==> src/rtl/nand_seq_pkg.sv <==
package nand_seq_pkg;

    typedef enum logic [2:0] {
        ST_IDLE,
        ST_CMD1,
        ST_ADDR,
        ST_WDATA,
        ST_CMD2,
        ST_BUSY,
        ST_RDATA,
        ST_FINISH
    } seq_state_e;

    // low two bits of the operation code once bit 2 is known clear
    typedef enum logic [1:0] {
        OPK_RESET = 2'd0,
        OPK_RDID  = 2'd1,
        OPK_RDPG  = 2'd2,
        OPK_PROG  = 2'd3
    } op_kind_e;

    typedef enum logic [1:0] {
        PH_IDLE,
        PH_SETUP,
        PH_PULSE,
        PH_HOLD
    } strobe_ph_e;

    localparam logic [7:0] CMD_RESET   = 8'hFF;
    localparam logic [7:0] CMD_ID      = 8'h90;
    localparam logic [7:0] CMD_RD_OPEN = 8'h00;
    localparam logic [7:0] CMD_RD_GO   = 8'h30;
    localparam logic [7:0] CMD_PG_OPEN = 8'h80;
    localparam logic [7:0] CMD_PG_GO   = 8'h10;

    function automatic logic [7:0] lead_cmd(op_kind_e k);
        case (k)
            OPK_RESET: lead_cmd = CMD_RESET;
            OPK_RDID:  lead_cmd = CMD_ID;
            OPK_RDPG:  lead_cmd = CMD_RD_OPEN;
            default:   lead_cmd = CMD_PG_OPEN;
        endcase
    endfunction

    function automatic logic [7:0] trail_cmd(op_kind_e k);
        trail_cmd = (k == OPK_PROG) ? CMD_PG_GO : CMD_RD_GO;
    endfunction

endpackage

==> src/rtl/nand_strobe_gen.sv <==
module nand_strobe_gen
    import nand_seq_pkg::*;
#(
    parameter int STROBE_CYC = 2
) (
    input  logic       clk,
    input  logic       rst_n,
    input  logic       start,
    input  logic       is_read,
    input  logic [7:0] dq_in,
    output logic       we_n,
    output logic       re_n,
    output logic       done,
    output logic [7:0] rd_byte
);
    localparam int CNT_W = (STROBE_CYC < 2) ? 1 : $clog2(STROBE_CYC);
    localparam logic [CNT_W-1:0] LAST = CNT_W'(STROBE_CYC - 1);

    typedef struct packed {
        strobe_ph_e       ph;
        logic [CNT_W-1:0] cnt;
        logic             rd;
        logic [7:0]       byte_v;
    } stb_t;

    localparam stb_t RST_VAL = '{ph: PH_IDLE, cnt: '0, rd: 1'b0, byte_v: 8'h00};

    stb_t d, q;

    always_comb begin
        d = q;
        case (q.ph)
            PH_IDLE: begin
                if (start) begin
                    d.ph  = PH_SETUP;
                    d.rd  = is_read;
                    d.cnt = '0;
                end
            end
            PH_SETUP: begin
                d.ph  = PH_PULSE;
                d.cnt = '0;
            end
            PH_PULSE: begin
                if (q.cnt == LAST) begin
                    d.ph = PH_HOLD;
                    if (q.rd) d.byte_v = dq_in;
                end else begin
                    d.cnt = q.cnt + 1'b1;
                end
            end
            default: d.ph = PH_IDLE;
        endcase
    end

    always_ff @(posedge clk or negedge rst_n) begin
        if (!rst_n) q <= RST_VAL;
        else        q <= d;
    end

    assign we_n    = !(q.ph == PH_PULSE && !q.rd);
    assign re_n    = !(q.ph == PH_PULSE &&  q.rd);
    assign done    = (q.ph == PH_HOLD);
    assign rd_byte = q.byte_v;

endmodule

==> src/rtl/nand_busy_timer.sv <==
module nand_busy_timer #(
    parameter int BUSY_MIN = 4
) (
    input  logic clk,
    input  logic rst_n,
    input  logic start,
    input  logic rb,
    output logic done
);
    localparam int CNT_W = $clog2(BUSY_MIN + 2);

    typedef struct packed {
        logic             active;
        logic [CNT_W-1:0] cnt;
    } tmr_t;

    tmr_t d, q;

    always_comb begin
        d = q;
        if (start) begin
            d.active = 1'b1;
            d.cnt    = CNT_W'(BUSY_MIN);
        end else if (q.active) begin
            if (q.cnt != '0)  d.cnt    = q.cnt - 1'b1;
            else if (rb)      d.active = 1'b0;
        end
    end

    always_ff @(posedge clk or negedge rst_n) begin
        if (!rst_n) q <= '{active: 1'b0, cnt: '0};
        else        q <= d;
    end

    assign done = q.active && (q.cnt == '0) && rb;

endmodule

==> src/rtl/nand_seq.sv <==
module nand_seq
    import nand_seq_pkg::*;
#(
    parameter int ADDR_BYTES = 5,
    parameter int PAGE_BYTES = 8,
    parameter int ID_BYTES   = 4,
    parameter int STROBE_CYC = 2,
    parameter int BUSY_MIN   = 4
) (
    input  logic                  clk,
    input  logic                  rst_n,
    input  logic                  op_valid,
    input  logic [2:0]            op_code,
    input  logic [ADDR_BYTES*8-1:0] op_addr,
    output logic                  op_ready,
    output logic                  op_done,
    input  logic [7:0]            wr_data,
    input  logic                  wr_valid,
    output logic                  wr_ready,
    output logic [7:0]            rd_data,
    output logic                  rd_valid,
    input  logic                  rd_ready,
    output logic                  nf_ce_n,
    output logic                  nf_cle,
    output logic                  nf_ale,
    output logic                  nf_we_n,
    output logic                  nf_re_n,
    output logic [7:0]            nf_dq_out,
    output logic                  nf_dq_hiz,
    input  logic [7:0]            nf_dq_in,
    input  logic                  nf_rb
);
    localparam int AW    = ADDR_BYTES * 8;
    localparam int CNT_W = $clog2(PAGE_BYTES + ADDR_BYTES + 2);
    localparam logic [CNT_W-1:0] PAGE_N    = CNT_W'(PAGE_BYTES);
    localparam logic [CNT_W-1:0] ID_N      = CNT_W'(ID_BYTES);
    localparam logic [CNT_W-1:0] ADDR_LAST = CNT_W'(ADDR_BYTES - 1);

    typedef struct packed {
        seq_state_e       state;
        op_kind_e         kind;
        logic [AW-1:0]    addr;
        logic [CNT_W-1:0] cnt;
        logic             in_cyc;
        logic             ce_n;
        logic             cle;
        logic             ale;
        logic             hiz;
        logic [7:0]       dq;
        logic             rd_valid;
        logic [7:0]       rd_data;
    } seq_t;

    localparam seq_t RST_VAL = '{
        state: ST_IDLE, kind: OPK_RESET, addr: '0, cnt: '0, in_cyc: 1'b0,
        ce_n: 1'b1, cle: 1'b0, ale: 1'b0, hiz: 1'b1, dq: 8'h00,
        rd_valid: 1'b0, rd_data: 8'h00
    };

    seq_t d, q;

    logic       cyc_start, cyc_read, stb_done;
    logic [7:0] stb_byte;
    logic       wt_start, wt_done;
    logic       take_wr;
    logic [CNT_W-1:0] addr_last, rd_total;

    assign addr_last = (q.kind == OPK_RDID) ? '0 : ADDR_LAST;
    assign rd_total  = (q.kind == OPK_RDID) ? ID_N : PAGE_N;

    always_comb begin
        d         = q;
        cyc_start = 1'b0;
        cyc_read  = 1'b0;
        wt_start  = 1'b0;
        take_wr   = 1'b0;

        if (q.rd_valid && rd_ready) d.rd_valid = 1'b0;

        case (q.state)
            ST_IDLE: begin
                if (op_valid && !op_code[2]) begin
                    d.kind  = op_kind_e'(op_code[1:0]);
                    d.addr  = (op_code[1:0] == OPK_RDID) ? '0 : op_addr;
                    d.cnt   = '0;
                    d.ce_n  = 1'b0;
                    d.state = ST_CMD1;
                end
            end

            ST_CMD1, ST_CMD2: begin
                if (!q.in_cyc) begin
                    if (nf_rb) begin
                        cyc_start = 1'b1;
                        d.in_cyc  = 1'b1;
                        d.cle     = 1'b1;
                        d.hiz     = 1'b0;
                        d.dq      = (q.state == ST_CMD1) ? lead_cmd(q.kind)
                                                         : trail_cmd(q.kind);
                    end
                end else if (stb_done) begin
                    d.in_cyc = 1'b0;
                    d.cle    = 1'b0;
                    d.hiz    = 1'b1;
                    if (q.state == ST_CMD2 || q.kind == OPK_RESET) begin
                        d.state  = ST_BUSY;
                        wt_start = 1'b1;
                    end else begin
                        d.state = ST_ADDR;
                        d.cnt   = '0;
                    end
                end
            end

            ST_ADDR: begin
                if (!q.in_cyc) begin
                    if (nf_rb) begin
                        cyc_start = 1'b1;
                        d.in_cyc  = 1'b1;
                        d.ale     = 1'b1;
                        d.hiz     = 1'b0;
                        d.dq      = q.addr[7:0];
                    end
                end else if (stb_done) begin
                    d.in_cyc = 1'b0;
                    d.ale    = 1'b0;
                    d.hiz    = 1'b1;
                    d.addr   = q.addr >> 8;
                    d.cnt    = q.cnt + 1'b1;
                    if (q.cnt == addr_last) begin
                        d.cnt = '0;
                        case (q.kind)
                            OPK_RDID: d.state = ST_RDATA;
                            OPK_PROG: d.state = ST_WDATA;
                            default:  d.state = ST_CMD2;
                        endcase
                    end
                end
            end

            ST_WDATA: begin
                if (!q.in_cyc) begin
                    if (q.cnt == PAGE_N) begin
                        d.state = ST_CMD2;
                    end else if (nf_rb) begin
                        take_wr = 1'b1;
                        if (wr_valid) begin
                            cyc_start = 1'b1;
                            d.in_cyc  = 1'b1;
                            d.hiz     = 1'b0;
                            d.dq      = wr_data;
                        end
                    end
                end else if (stb_done) begin
                    d.in_cyc = 1'b0;
                    d.hiz    = 1'b1;
                    d.cnt    = q.cnt + 1'b1;
                end
            end

            ST_BUSY: begin
                if (wt_done) begin
                    if (q.kind == OPK_RDPG) begin
                        d.state = ST_RDATA;
                        d.cnt   = '0;
                    end else begin
                        d.state = ST_FINISH;
                        d.ce_n  = 1'b1;
                    end
                end
            end

            ST_RDATA: begin
                if (!q.in_cyc) begin
                    if (!q.rd_valid) begin
                        if (q.cnt == rd_total) begin
                            d.state = ST_FINISH;
                            d.ce_n  = 1'b1;
                        end else if (nf_rb) begin
                            cyc_start = 1'b1;
                            cyc_read  = 1'b1;
                            d.in_cyc  = 1'b1;
                        end
                    end
                end else if (stb_done) begin
                    d.in_cyc   = 1'b0;
                    d.rd_valid = 1'b1;
                    d.rd_data  = stb_byte;
                    d.cnt      = q.cnt + 1'b1;
                end
            end

            default: d.state = ST_IDLE;
        endcase
    end

    always_ff @(posedge clk or negedge rst_n) begin
        if (!rst_n) q <= RST_VAL;
        else        q <= d;
    end

    nand_strobe_gen #(.STROBE_CYC(STROBE_CYC)) u_strobe (
        .clk     (clk),
        .rst_n   (rst_n),
        .start   (cyc_start),
        .is_read (cyc_read),
        .dq_in   (nf_dq_in),
        .we_n    (nf_we_n),
        .re_n    (nf_re_n),
        .done    (stb_done),
        .rd_byte (stb_byte)
    );

    nand_busy_timer #(.BUSY_MIN(BUSY_MIN)) u_busy (
        .clk   (clk),
        .rst_n (rst_n),
        .start (wt_start),
        .rb    (nf_rb),
        .done  (wt_done)
    );

    assign op_ready  = (q.state == ST_IDLE);
    assign op_done   = (q.state == ST_FINISH);
    assign wr_ready  = take_wr;
    assign rd_data   = q.rd_data;
    assign rd_valid  = q.rd_valid;
    assign nf_ce_n   = q.ce_n;
    assign nf_cle    = q.cle;
    assign nf_ale    = q.ale;
    assign nf_dq_out = q.dq;
    assign nf_dq_hiz = q.hiz;

endmodule

==> config.mk <==
export PLATFORM = sky130hd
export DESIGN_NAME = nand_seq
export DESIGN_NICKNAME = d
export VERILOG_FILES = /design/src/rtl/nand_seq_pkg.sv /design/src/rtl/nand_strobe_gen.sv /design/src/rtl/nand_busy_timer.sv /design/src/rtl/nand_seq.sv
export SDC_FILE = /design/constraint.sdc
export NUM_CORES = 1
export LEC_CHECK = 0
export ABC_AREA = 1
export CORE_MARGIN = 3
export CORE_UTILIZATION = 47
export DETAILED_ROUTE_END_ITERATION = 8
export PLACE_DENSITY_LB_ADDON = 0.25
export SYNTH_ARGS = -nofsm -noshare
export SYNTH_HDL_FRONTEND = slang
export SYNTH_SLANG_ARGS = --single-unit
export TNS_END_PERCENT = 100
==> constraint.sdc <==
create_clock -name clk -period 1.7 [get_ports clk]
set_input_delay 0.17 -clock clk [delete_from_list [all_inputs] [get_ports clk]]
set_output_delay 0.17 -clock clk [all_outputs]
set_load 0.005 [all_outputs]
==> flow_metrics.py <==
metrics = {
    "outcome": {
        "status": "finished with violations",
        "violations": "negative setup slack",
    },
    "sta": {
        "slew_headroom_pct": 69.8,
        "hold_slack_ns": 0.300,
        "hold_violations": 0,
        "setup-violations-final": 10,
        "worst_pin_slew_ns": 0.453,
        "fmax_mhz": 580,
        "rsz0062_at_grt": "yes",
        "slew_violations": 0,
        "min_period_ns": 1.72,
        "finalCritPeriodShare_pct": 101,
        "setup_ws_ns": -0.0233,
        "finClkSkew_ns": 0.0127,
    },
    "final_layout": {
        "syn2layout_area_growth_pct": 47.3,
        "antenna_cells": 0,
        "drive_above_1_share_pct": 27.7,
        "finalNetCount": 761,
        "stdcell_area_mm2": 0.00676,
        "final_cell_mix": "84 x clkdlybuf4s50_1, 83 x dfrtp_1, 82 x nand2_1, 58 x inv_1, 43 x buf_4",
        "fill_cells": 723,
        "final_common_cell": "clkdlybuf4s50_1",
    },
    "routing": {
        "drc": 0,
        "wl_per_cell_um": 15.2,
        "vias_per_cell": 5.26,
        "ant_nets": 0,
        "drtIter0Drc": 192,
        "wl_met2_um": 6370,
        "vias": 4326,
        "wl_met1_um": 5360,
        "drt_pass1_iterations": 4,
        "drt_wl_total_um": 12500,
        "route.met3.wl_um": 587,
        "top_layer_used": "met4",
    },
    "pwr": {
        "ir_drop_uv": 685,
        "power.leakage_nw": 2.99,
        "p_per_area_mw_per_mm2": 1480,
    },
    "floorplanning": {
        "die_h_um": 105,
        "initial_core_util_pct": 48.9,
        "core_mm2": 0.00937,
        "fp-row-count": 35,
        "pin_count": 91,
        "die_area_mm2": 0.0110,
        "dieWidth_um": 105,
    },
    "synth": {
        "synth_warnings": 0,
        "syn_inst": 556,
        "ys_seq_area_share_pct": 47.5,
        "syn_area_mm2": 0.00459,
        "ys_types": 35,
        "syn-num-nets": 629,
        "ys_seq_elements": 87,
        "synth_area_per_cell_um2": 8.25,
    },
    "cts": {
        "cts_tree": "done",
        "htreeDepth": 3,
        "cts-root-buf": "clkbuf_8",
        "cts.sinks": 87,
        "clk_pin_slew_ns": 0.09,
        "clock_path_buffers": 2,
        "cts_buffers": 9,
        "insertion_delay_ns": 0.36,
    },
    "global_route": {
        "grt_antenna_before_repair": 0,
        "grt_pass1_vias": 3960,
        "overflow": 0,
        "grt_first_pass_wirelength_um": 18400,
        "gr-usage-all-layers_pct": 20.2,
        "grt_max_degree": 49,
    },
    "worst_setup_path": {
        "setup.worst_path.end_class": "flop",
        "worstReg2RegEnd": "q[47]",
        "crit_path_start_kind": "flop",
        "r2r_setup_slack_ns": -0.02,
        "timing.rr.start": "q[68]",
        "worstPathRequired_ns": 1.98,
        "worstRegToRegCells": 10,
        "arrival_ns": 2.00,
        "worstPathMaxFanout": 7,
        "critical_path_class": "reg -> reg",
    },
    "placement": {
        "io_buffer_count": 90,
        "detailed_place.area_mm2": 0.00573,
        "place_hpwl_um": 8070,
        "gp_congestion": 0.856,
        "dp_worst_setup_slack_ns": -0.00624,
    },
    "hold_path": {
        "hold_path_class": "in -> async",
    },
    "job": {
        "drv_cap": 0,
    },
}
power by group:
group | internal, W | leakage [nW] | switching, W | total (W)
combinational | 0.00270 | 1.77 | 0.00271 | 0.00540
clock | 0.000743 | 0.105 | 0.000785 | 0.00153
sequential | 0.00272 | 1.12 | 0.000351 | 0.00307
total | 0.00616 | 2.99 | 0.00384 | 0.0100
layout make-up:
cell class                      instances  area, um2  area share [%]
Clock buffer                           10        138            2.04
Clock inverter                          6       75.1            1.11
Inverter                               71        277            4.09
Multi-Input combinational cell        362       2250            33.3
Sequential cell                        87       2180            32.3
Tap cell                              129        161            2.39
Timing Repair Buffer                  157       1670            24.8
synth_stat cells, drive strengths merged:
master / count / area share [%]
a21oi: 15 / 1.6
a22oi: 8 / 1.3
a31oi: 10 / 1.4
buf: 25 / 3.8
clkbuf: 11 / 0.90
clkinv: 1 / 0.082
dfrtp: 85 / 46
dfstp: 2 / 1.1
ha: 8 / 2.2
inv: 70 / 5.7
mux2: 17 / 4.2
nand2: 113 / 9.4
nand3: 48 / 5.6
nand3b: 1 / 0.16
nand4: 4 / 0.55
nor2: 37 / 3.4
nor3: 2 / 0.46
o211ai: 3 / 0.49
o21a: 9 / 1.5
o21ai: 81 / 8.8
o22ai: 1 / 0.14
o31ai: 1 / 0.16
or2: 1 / 0.14
xor2: 3 / 0.57
layer usage:
layer | vias to the layer above | GRT usage [%]
li1 | 2091 | -
met1 | 2095 | 27.5
met2 | 118 | 33.5
met3 | 22 | 3.52
met4 | 0 | 5.15
met5 | - | 0
worst max path at each step:
stage | startpoint | to | cells past startpoint
final | q[68] | q[47] | 10
after global routing | q[68] | q[47] | 10
after CTS | u_strobe.q[11] | q[54] | 8
after global placement | q[68] | u_strobe.q[10] | 11
after detailed placement | q[70] | u_strobe.q[11] | 10
after floorplan | u_strobe.q[11] | rd_data[0] | 5
state kept, by name (all words and copies together), names as in the netlist:
name and count:
nf_ale 1, nf_ce_n 1, nf_cle 1, nf_dq_hiz 1
nf_dq_out 8, q 50, rd_data 8, rd_valid 1
u_busy.q 4, u_strobe.q 4, u_strobe.rd_byte 8
through the flow:
stage                     util, %  power, W  TNS (ns)  std cells
after floorplan                 -   0.00518         0        556
after global placement       61.2   0.00641         0        771
after detailed placement     61.2   0.00653  -0.00624        771
after CTS                    64.6   0.00821         0        797
after global routing         72.1    0.0106     -3.43        822
final                        72.1    0.0100   -0.0652        822
critical path: stages (launching register included):
cell	delay, ns
dfrtp_1	0.39
buf_4	0.15
inv_4	0.08
nand3_4	0.15
inv_6	0.11
a31oi_4	0.09
nor2_4	0.20
buf_12	0.17
clkbuf_16	0.16
nand2_2	0.05
o21ai_1	0.09
logic make-up (layout without fill, tap and decap cells):
kind of cell	after synthesis	in the layout	synth area share [%]
fa+ha+maj	8	8	2.18
buf+inv	107	244	10.5
compound gates	128	128	15.4
flops	87	87	47.5
mux	17	17	4.17
simple gates	206	206	19.6
xor+xnor	3	3	0.573
repair_timing:
item | 4_1_cts | 5_1_grt
gates cloned | 0 | 12
pin swaps | 4 | 16
endpoints found under the hold margin | 28 | 0
endpoints found under the setup margin | 7 | 63
buffers inserted | 9 | 13
resized for setup | 17 | 133
hold buffers | 1 | 0
No activity file was read; power rests on OpenSTA's default activity.
